`config.mk`:
```
export PLATFORM = sky130hd
export DESIGN_NAME = port_status_reg
export DESIGN_NICKNAME = d
export VERILOG_FILES = /design/src/rtl/pscr_pkg.sv /design/src/rtl/pscr_ctrl.sv /design/src/rtl/pscr_datapath.sv /design/src/rtl/port_status_reg.sv
export SDC_FILE = /design/constraint.sdc
export NUM_CORES = 1
export LEC_CHECK = 0
export BUFFER_PORTS_ARGS = -buffer_cell sky130_fd_sc_hd__buf_4
export CAP_MARGIN = 40
export CORE_MARGIN = 5
export CORE_UTILIZATION = 36
export CTS_BUF_LIST = sky130_fd_sc_hd__clkbuf_8
export CTS_CLUSTER_SIZE = 20
export DETAILED_ROUTE_END_ITERATION = 8
export PLACE_DENSITY = 0.8
export RECOVER_POWER = 25
export SYNTH_ARGS = -nofsm -noshare
export SYNTH_HDL_FRONTEND = slang
export SYNTH_SLANG_ARGS = --single-unit
```
`constraint.sdc`:
```
create_clock -name clk -period 0.9 [get_ports clk]
set_clock_uncertainty 0.1 [all_clocks]
set_input_delay 0.09 -clock clk [delete_from_list [all_inputs] [get_ports clk]]
set_output_delay 0.09 -clock clk [all_outputs]
set_load 0.03 [all_outputs]
```
`src/rtl/pscr_pkg.sv`:
```
package pscr_pkg;
  localparam int REG_W   = 32;
  localparam int LINK_W  = 4;
  localparam int SPEED_W = 4;
  localparam int IND_W   = 2;
  localparam int WAKE_W  = 3;
  localparam int CHG_W   = 7;

  localparam int B_CONN    = 0;
  localparam int B_EN      = 1;
  localparam int B_OC      = 3;
  localparam int B_RST     = 4;
  localparam int B_LINK_LO = 5;
  localparam int B_POWER   = 9;
  localparam int B_SPD_LO  = 10;
  localparam int B_IND_LO  = 14;
  localparam int B_STROBE  = 16;
  localparam int B_CHG_LO  = 17;
  localparam int B_WAKE_LO = 25;
  localparam int B_REM     = 30;

  // change flag order inside the flag group
  localparam int C_CONN = 0;
  localparam int C_EN   = 1;
  localparam int C_WARM = 2;
  localparam int C_OC   = 3;
  localparam int C_RST  = 4;
  localparam int C_LINK = 5;
  localparam int C_CFG  = 6;

  localparam logic [LINK_W-1:0] LINK_RXDETECT = LINK_W'(5);

  typedef struct packed {
    logic              rwLoad;
    logic              powerVal;
    logic [IND_W-1:0]  indVal;
    logic [WAKE_W-1:0] wakeVal;
    logic              linkLoad;
    logic [LINK_W-1:0] linkVal;
    logic              resetSet;
    logic              enableClr;
    logic [CHG_W-1:0]  chgClr;
  } ctrl_strb_t;
endpackage

```
`src/rtl/pscr_ctrl.sv`:
```
module pscr_ctrl
  import pscr_pkg::*;
(
  input  logic             wrEn,
  input  logic [REG_W-1:0] wrData,
  input  logic             hwLinkValid,
  output ctrl_strb_t       strb
);
  logic unusedBits;
  assign unusedBits = ^{wrData[B_CONN], wrData[2], wrData[B_OC],
                        wrData[B_SPD_LO +: SPEED_W], wrData[24],
                        wrData[31:28]};

  always_comb begin
    strb           = '0;
    strb.rwLoad    = wrEn;
    strb.powerVal  = wrData[B_POWER];
    strb.indVal    = wrData[B_IND_LO +: IND_W];
    strb.wakeVal   = wrData[B_WAKE_LO +: WAKE_W];
    strb.linkVal   = wrData[B_LINK_LO +: LINK_W];
    // strobed link write, gated by the power value of this same write;
    // a hardware link update in the same cycle takes priority
    strb.linkLoad  = wrEn & wrData[B_STROBE] & wrData[B_POWER] & ~hwLinkValid;
    strb.resetSet  = wrEn & wrData[B_RST];
    strb.enableClr = wrEn & wrData[B_EN];
    strb.chgClr    = wrEn ? wrData[B_CHG_LO +: CHG_W] : '0;
  end
endmodule

```
`src/rtl/pscr_datapath.sv`:
```
module pscr_datapath
  import pscr_pkg::*;
(
  input  logic               clk,
  input  logic               rstN,
  input  ctrl_strb_t         strb,
  input  logic               hwConnect,
  input  logic               hwOverCurrent,
  input  logic [SPEED_W-1:0] hwSpeed,
  input  logic               hwRemovable,
  input  logic               hwLinkValid,
  input  logic [LINK_W-1:0]  hwLinkState,
  input  logic               hwResetDone,
  input  logic               hwWarmResetDone,
  input  logic               hwPortError,
  input  logic               hwConfigErr,
  output logic [REG_W-1:0]   rdData,
  output logic               portPower,
  output logic [LINK_W-1:0]  linkStateReq,
  output logic               linkReqValid,
  output logic               resetReq
);
  logic               connQ, ocQ, remQ, enQ, rstQ, powerQ, linkReqQ;
  logic [SPEED_W-1:0] speedQ;
  logic [LINK_W-1:0]  linkQ;
  logic [IND_W-1:0]   indQ;
  logic [WAKE_W-1:0]  wakeQ;
  logic [CHG_W-1:0]   chgQ;
  logic [CHG_W-1:0]   chgSet;
  logic               resetDone;

  assign resetDone = hwResetDone & rstQ;

  always_comb begin
    chgSet         = '0;
    chgSet[C_CONN] = hwConnect ^ connQ;
    chgSet[C_EN]   = hwPortError;
    chgSet[C_WARM] = hwWarmResetDone;
    chgSet[C_OC]   = hwOverCurrent ^ ocQ;
    chgSet[C_RST]  = resetDone;
    chgSet[C_LINK] = hwLinkValid;
    chgSet[C_CFG]  = hwConfigErr;
  end

  // read-only status capture
  always_ff @(posedge clk) begin
    if (!rstN) begin
      connQ  <= 1'b0;
      ocQ    <= 1'b0;
      remQ   <= 1'b0;
      speedQ <= '0;
    end else begin
      connQ  <= hwConnect;
      ocQ    <= hwOverCurrent;
      remQ   <= hwRemovable;
      speedQ <= hwSpeed;
    end
  end

  // sticky change flags: a new event outranks a clear
  for (genvar i = 0; i < CHG_W; i++) begin : g_chg
    always_ff @(posedge clk) begin
      if (!rstN) chgQ[i] <= 1'b0;
      else       chgQ[i] <= (chgQ[i] & ~strb.chgClr[i]) | chgSet[i];
    end
  end

  // control state
  always_ff @(posedge clk) begin
    if (!rstN) begin
      enQ      <= 1'b0;
      rstQ     <= 1'b0;
      powerQ   <= 1'b0;
      indQ     <= '0;
      wakeQ    <= '0;
      linkQ    <= LINK_RXDETECT;
      linkReqQ <= 1'b0;
    end else begin
      if (resetDone)                          enQ <= 1'b1;
      else if (hwPortError || strb.enableClr) enQ <= 1'b0;

      if (resetDone)          rstQ <= 1'b0;
      else if (strb.resetSet) rstQ <= 1'b1;

      if (strb.rwLoad) begin
        powerQ <= strb.powerVal;
        indQ   <= strb.indVal;
        wakeQ  <= strb.wakeVal;
      end

      if (hwLinkValid)        linkQ <= hwLinkState;
      else if (strb.linkLoad) linkQ <= strb.linkVal;

      linkReqQ <= strb.linkLoad;
    end
  end

  always_comb begin
    rdData                          = '0;
    rdData[B_CONN]                  = connQ & powerQ;
    rdData[B_EN]                    = enQ & powerQ;
    rdData[B_OC]                    = ocQ;
    rdData[B_RST]                   = rstQ;
    rdData[B_LINK_LO +: LINK_W]     = linkQ;
    rdData[B_POWER]                 = powerQ;
    rdData[B_SPD_LO +: SPEED_W]     = speedQ;
    rdData[B_IND_LO +: IND_W]       = indQ;
    rdData[B_CHG_LO +: CHG_W]       = chgQ;
    rdData[B_WAKE_LO +: WAKE_W]     = wakeQ;
    rdData[B_REM]                   = remQ;
  end

  assign portPower    = powerQ;
  assign linkStateReq = linkQ;
  assign linkReqValid = linkReqQ;
  assign resetReq     = rstQ;
endmodule

```
`src/rtl/port_status_reg.sv`:
```
module port_status_reg
  import pscr_pkg::*;
(
  input  logic               clk,
  input  logic               rstN,
  input  logic               wrEn,
  input  logic [REG_W-1:0]   wrData,
  output logic [REG_W-1:0]   rdData,
  input  logic               hwConnect,
  input  logic               hwOverCurrent,
  input  logic [SPEED_W-1:0] hwSpeed,
  input  logic               hwRemovable,
  input  logic               hwLinkValid,
  input  logic [LINK_W-1:0]  hwLinkState,
  input  logic               hwResetDone,
  input  logic               hwWarmResetDone,
  input  logic               hwPortError,
  input  logic               hwConfigErr,
  output logic               portPower,
  output logic [LINK_W-1:0]  linkStateReq,
  output logic               linkReqValid,
  output logic               resetReq
);
  ctrl_strb_t strb;

  pscr_ctrl u_ctrl (
    .wrEn        (wrEn),
    .wrData      (wrData),
    .hwLinkValid (hwLinkValid),
    .strb        (strb)
  );

  pscr_datapath u_dp (
    .clk             (clk),
    .rstN            (rstN),
    .strb            (strb),
    .hwConnect       (hwConnect),
    .hwOverCurrent   (hwOverCurrent),
    .hwSpeed         (hwSpeed),
    .hwRemovable     (hwRemovable),
    .hwLinkValid     (hwLinkValid),
    .hwLinkState     (hwLinkState),
    .hwResetDone     (hwResetDone),
    .hwWarmResetDone (hwWarmResetDone),
    .hwPortError     (hwPortError),
    .hwConfigErr     (hwConfigErr),
    .rdData          (rdData),
    .portPower       (portPower),
    .linkStateReq    (linkStateReq),
    .linkReqValid    (linkReqValid),
    .resetReq        (resetReq)
  );
endmodule

```
# Word-level counts from Yosys, hierarchy flattened
# Cells that the tools add are included.
dict set report totals {
  register_bits 27
  input_bits 51
  out_inout_bits 39
  elab_cells 60
}
dict set report op_classes {
  muxes 5
  n_bitwise 33
  n_reduce_logical 4
}
# op count
set op_table {}
lappend op_table {{$and A1 B1 Y1} 15}
lappend op_table {{$not A1 Y1} 9}
lappend op_table {{$mux W4} 2}
lappend op_table {{$mux W7} 1}
lappend op_table {{$or A1 B1 Y1} 7}
lappend op_table {{$reduce_bool A2 Y1} 2}
lappend op_table {{$mux W1} 2}
lappend op_table {{$reduce_or A2 Y1} 1}
lappend op_table {{$xor A1 B1 Y1} 2}
lappend op_table {{$logic_or A1 B1 Y1} 1}

# Depth between registers and ports, before layout
# Gate-level depths: netlist (run 1).
dict set report depth {
  ltp_word 5
  ltp_mapped 5
}

# Cells and area by module
# From an unflattened synthesis (run 1), not the netlist that was laid out.
dict set report unflattened {
  cells_unflattened 122
  hier_area_um2 1238.7
}
# module instances cells_per_inst area_per_inst_um2
set by_module_without_submodules {}
lappend by_module_without_submodules {pscr_datapath 1 101 1078.5}
lappend by_module_without_submodules {pscr_ctrl 1 21 160.2}

# Least setup slack after synthesis (run 1)
# OpenSTA, ideal clock, no wires.
dict set report synth_timing {
  path_type {reg-to-output}
  start {reg u_dp.powerQ (netlist: u_dp.portPower)}
  end {out rdData[0]}
  arrival_ns 0.875
  required_ns 0.710
  slack_ns -0.165
  path_stages_with_launch 2
  cell_sequence {dfxtp_1 -> and2_1}
}
dict set report synth_between {
  elab_chain_cells 1
}
# item line_no
set synth_rtl {}
lappend synth_rtl {{from (decl)} pscr_datapath.sv:23} ;# logic connQ, ocQ, remQ, enQ, rstQ, powerQ, linkReqQ;
lappend synth_rtl {{from (signal assigned)} pscr_datapath.sv:86} ;# powerQ <= strb.powerVal;
lappend synth_rtl {{$and A1 B1 Y1} pscr_datapath.sv:100} ;# rdData[B_CONN] = connQ & powerQ;
lappend synth_rtl {{to (decl)} port_status_reg.sv:8} ;# output logic [REG_W-1:0] rdData,
# No other way between the ends.

# Worst setup path in the final report (run 1)
dict set report layout_timing {
  start {reg u_dp.powerQ (netlist: u_dp.portPower)}
  end {out portPower}
}
# item line_no
set layout_rtl {}
lappend layout_rtl {{to (decl)} port_status_reg.sv:19} ;# output logic portPower,
# No word-level cell between the ends.

==> impl_metrics.yaml, run 1 <==
run_status:
  outcome: "finished, violations left"
  violations: "hold timing, setup timing"
drt:
  wl_per_cell_um: 14.0
  route.antenna.remaining_nets: 0
  initialDrtViolationCount: 25
  finalWirelength_mm: 3.46
  vias_per_cell: 4.41
  vias: 1089
  firstDrtPassIters: 4
  drc: 0
yosys:
  ys_seq_elements: 27
  synthCells: 114
  synth_top_area_cell: "dfxtp_1"
  async_reset_ff_share_pct: 0
  ys.warnings.count: 0
  synthTopCellsByCount: "dfxtp_1 (27), buf_4 (14), nand2_1 (13)"
  yosysUniqueCellTypes: 20
  yosysMostFrequentCell: "dfxtp_1"
  ys_top_cells_by_area: "dfxtp_1 (47%), mux2i_1 (9.6%), buf_4 (9.1%)"
  synth_top_area_share_pct: 47.0
  synth_area_per_cell_um2: 10.1
  synth_flop_cell: "dfxtp_1"
  synth-edff-count: 0
  syn_area_um2: 1150
  yosysSeqAreaShare_pct: 47.0
setup_path:
  r2r_setup_slack_ps: -80
  cp.required_ps: 710
  path_class: "flip-flop to output port"
  cp-end-kind: "output port"
  worstPathArrival_ps: 910
  worstSetupStartpointType: "flip-flop"
  critPathMaxFanout: 4
clocking:
  cts_made_buffers: 3
  cts_sinks: 27
  htree_levels: 1
  clock_latency_ps: 270
  cts_tree: "done"
  cts_root_buf: "clkbuf_8"
  cts_max_path_buffers: 2
  clkSlewWorstSetupHoldPaths_ps: 90
placed_design:
  hpwl_mm: 2.26
  gp_congestion: 0.707
  portBuffers: 71
  dp.cells: 218
pwr:
  p_leak_nw: 1.02
  power_per_cell_area_nw_per_um2: 1360
  ir_worst_vdd_mv: 0.805
cells_and_area:
  area.growth.synth_to_final_pct: 84.3
  seqCellArea_um2: 579
  layout-drive-gt1-share_pct: 59.6
  layout.nets: 255
  instances_no_fill: 247
  multi_input_area_um2: 505
  fillerInstances: 246
  antennaDiodeCount: 0
floorplanning:
  die_w_um: 66.5
  num_rows: 20
  die_area_um2: 4420
  num_io_pins: 90
  core_area_um2: 3050
  die_h_um: 66.5
  start_util_pct: 37.7
global_routing:
  grt_max_degree: 30
  grtUsageTotal_pct: 16.6
  grt_first_pass_wirelength_mm: 5.49
  antenna_found_initial: 0
  grt_pass1_vias: 1190
  grt_overflow: 0
timing:
  postLayoutSetupSlackWorst_ps: -196
  final.period_utilization_pct: 122
  timing.hold.ws_ps: -9.17
  clock.fmax_mhz: 912
  hold_violations: 2
  rsz0062_at_grt: "yes"
  finalSetupTns_ps: -2250
  slew_violations: 0
  setup_viol: 35
  final.min_clock_period_ps: 1100
worst_hold_path:
  worstHoldPathType: "primary input to flip-flop"
job:
  max_cap_viol_count: 0
[worst max-delay path: stages, from the launching register on]
cell     delay, ps
dfxtp_4        360
buf_4          140
buf_6          130
[metrics by stage]
stage,setup slack (ps),util (%),total power [mW],cell area [um2]
CTS,-192,68.1,2.88,2080
floorplan,9.67,-,1.77,1180
global route,-240,69.4,3.03,2120
global placement,-25.3,54.3,2.01,1660
detailed placement,-49.1,54.3,2.03,1660
finish,-196,69.4,2.87,2120
[timing repair]
| action | in CTS | in global routing |
|---|---|---|
| gates resized for setup | 56 | 15 |
| hold buffers | 16 | 0 |
| setup endpoints to repair | 34 | 44 |
| pin swaps | 2 | 0 |
| hold endpoints to repair | 18 | 0 |
| buffers inserted | 8 | 2 |
[power breakdown]
group	leakage, nW	switching, mW	internal, mW
clock	0.0269	0.374	0.306
combinational	0.767	0.404	0.453
sequential	0.231	0.0600	1.28
[registers in the layout, indices dropped and copies added (netlist names)]
name               cells
u_dp.enQ               1
u_dp.rdData            7
u_dp.speedQ            4
u_dp.wakeQ             3
u_dp.portPower         1
u_dp.indQ              2
u_dp.ocQ               1
u_dp.remQ              1
u_dp.linkReqValid      1
u_dp.connQ             1
u_dp.resetReq          1
u_dp.linkStateReq      4
[per-layer routing]
metal  part of all wire, %  track usage, %  vias up
met3                   5.7            2.53        4
li1                      -               -      529
met4                   1.6            7.61        0
met1                    36            16.4      501
met2                    57            33.2       55
met5                     0               0        -
[layout make-up]
cell class	count	share of cell area [%]
clock buffers	3	1.95
clock inverters	1	0.177
multi-input cells	72	23.8
flip-flops and latches	27	27.3
well taps	44	2.60
repair buffers	100	44.1
[worst paths after layout]
check                                    start              end  depth (start not counted)
worst min register to register        u_dp.enQ         u_dp.enQ                          2
worst min-delay path                wrData[21]  u_dp.rdData[21]                          4
worst max-delay path            u_dp.portPower        portPower                          2
worst max register to register   u_dp.resetReq    u_dp.resetReq                          3
[cells by family (layout without fill, tap and decap cells)]
logic type | count (synthesis) | count (layout) | synth area share (%)
other | 1 | 6 | 0.326
AOI/OAI and AO/OA | 13 | 13 | 8.27
DFF | 27 | 27 | 47.0
xor gates and xnor gates | 2 | 2 | 1.52
muxes | 11 | 11 | 9.58
and+or+nand+nor | 40 | 40 | 20.1
buffers and inverters | 20 | 104 | 13.2
[cell usage in the layout (no fill, tap or decap)]
master,instances
a21boi_2,1
dfxtp_4,4
a31o_4,1
buf_12,1
mux2i_1,10
o211a_1,2
conb_1,6
clkbuf_8,3
buf_6,35
dlygate4sd3_1,13
dfxtp_1,4
nor2b_1,12
nor3b_2,3
dfxtp_2,19
and2_4,2
dlymetal6s4s_1,2
and2_1,8
xor2_2,1
mux2i_2,1
nand3b_1,1
clkbuf_2,1
a21boi_1,1
nand3_1,1
a21oi_1,5
a21oi_2,1
nand2_1,13
buf_4,48
xor2_1,1
a31oi_1,2
inv_1,1
Power figures use the tool's default switching activity.
==> run 2: changes to the inputs <==
--- a/config.mk
+++ b/config.mk
@@ -14,6 +14,7 @@
 export DETAILED_ROUTE_END_ITERATION = 8
 export PLACE_DENSITY = 0.8
 export RECOVER_POWER = 25
+export SKIP_CTS_REPAIR_TIMING = 1
 export SYNTH_ARGS = -nofsm -noshare
 export SYNTH_HDL_FRONTEND = slang
 export SYNTH_SLANG_ARGS = --single-unit
==> impl_metrics.yaml, run 2 (same netlist as run 1, synthesis figures left out) <==
floorplanning:
  start_util_pct: 37.7
  num_io_pins: 90
  core_area_um2: 3050
  num_rows: 20
  die_w_um: 66.5
  die_h_um: 66.5
  die_area_um2: 4420
placed_design:
  pre_cts_ws_ps: -49.1
  gp_congestion: 0.707
  portBuffers: 71
  hpwl_mm: 2.26
clocking:
  cts_sinks: 27
  cts_max_path_buffers: 2
  cts_tree: "done"
  clock_latency_ps: 270
  cts_root_buf: "clkbuf_8"
  clkSlewWorstSetupHoldPaths_ps: 90
  htree_levels: 1
  cts_made_buffers: 3
setup_path:
  r2r_setup_slack_ps: -20
  slowest_delay_ps: 380
  worstPathArrival_ps: 900
  worstSetupStartpointType: "flip-flop"
  crit_path_cell_trace: "and2_4 -> buf_6"
  cp-endpoint: "rdData[1]"
  critPathMaxFanout: 5
  path_class: "flip-flop to output port"
  r2r_end: "u_dp.resetReq"
  crit_path_top_delay_cell: "dfxtp_4"
  r2r_cells: 3
  crit_start: "u_dp.portPower"
  cp.required_ps: 710
  rr_startpoint: "u_dp.resetReq"
  cp-end-kind: "output port"
cells_and_area:
  fin_util_pct: 67.7
  final_cell_mix: "buf_4 (47), buf_6 (33), dfxtp_2 (19), dlygate4sd3_1 (14), nand2_1 (13)"
  layout-drive-gt1-share_pct: 58.3
  layout.nets: 251
  largest_reg_flops: 7
  area.growth.synth_to_final_pct: 79.7
  antennaDiodeCount: 0
  final_common_cell: "buf_4"
worst_hold_path:
  worstHoldPathType: "primary input to flip-flop"
  hold_start: "wrData[14]"
drt:
  drc: 0
  finalWirelength_mm: 3.25
  firstDrtPassIters: 6
  vias: 1069
  initialDrtViolationCount: 13
  vias_per_cell: 4.40
  route.antenna.remaining_nets: 0
  wl_per_cell_um: 13.4
global_routing:
  grt_first_pass_wirelength_mm: 4.34
  grt_max_degree: 30
  grtUsageTotal_pct: 12.9
  antenna_found_initial: 0
  grt_overflow: 0
  grt_pass1_vias: 968
run_status:
  outcome: "finished, violations left"
  violations: "hold timing, setup timing"
timing:
  hold_violations: 3
  postLayoutSetupSlackWorst_ps: -194
  rsz0062_at_grt: "yes"
  final.min_clock_period_ps: 1090
  clock.fmax_mhz: 914
  final.period_utilization_pct: 122
  slew_violations: 0
  setup_viol: 35
  finalSetupTns_ps: -1990
  timing.hold.ws_ps: -19.1
job:
  max_cap_viol_count: 0
pwr:
  p_total_mw: 2.83
  ir_worst_vdd_mv: 0.765
  p_leak_nw: 0.984
  power_per_cell_area_nw_per_um2: 1370
[run 2: changes by cell type in the layout (fill, tap and decap cells not counted)]
cell,delta
dfxtp_4,+1
nor3b_1,+1
dfxtp_1,-1
mux2i_1,+1
dlygate4sd3_1,+1
buf_4,-1
a21boi_2,-1
mux2i_2,-1
nor3b_2,-1
dlymetal6s4s_1,-2
a21boi_1,+1
buf_6,-2
[run 2: cell type report]
| type | count | area, um2 |
|---|---|---|
| tap | 44 | 55.1 |
| timing repair buffer | 96 | 890 |
| sequential | 27 | 583 |
| fill | 250 | 987 |
| clock buffer | 3 | 41.3 |
| multi-input combinational | 72 | 493 |
| clock inverter | 1 | 3.75 |
[run 2: stage by stage]
step,std cells,area [um2]
finish,243,2070
floorplan,119,1180
CTS,222,1700
detailed placement,218,1660
global placement,218,1660
global route,243,2070
[run 2: worst min-delay path by stage]
stage                              endpoint  cells after the start
final                          u_dp.indQ[0]                      3
after floorplan                  u_dp.connQ                      1
after CTS                    u_dp.speedQ[3]                      2
after global placement       u_dp.speedQ[3]                      2
after global routing      u_dp.linkReqValid                      3
after detailed placement     u_dp.speedQ[3]                      2
[run 2: report_power, final]
group	total (mW)	internal (mW)	switching, mW
clock network	0.672	0.306	0.366
logic	0.824	0.434	0.390
registers	1.34	1.28	0.0623
total	2.83	2.02	0.818
[run 2: routing by layer]
layer	track usage, %	vias to the layer above	share of wire, %	wire length (um)
li1	-	519	-	-
met1	13.4	503	36	1180
met2	24.2	45	56	1820
met3	2.53	2	6.7	217
met4	6.85	0	0.83	27
met5	0	-	0	0
[run 2: worst max-delay path, delay by kind of cell (launching register included)]
family / cells / cell delay (ps)
flip-flops: 1 / 380
buffers and inverters: 1 / 120
AND/OR/NAND/NOR: 1 / 140
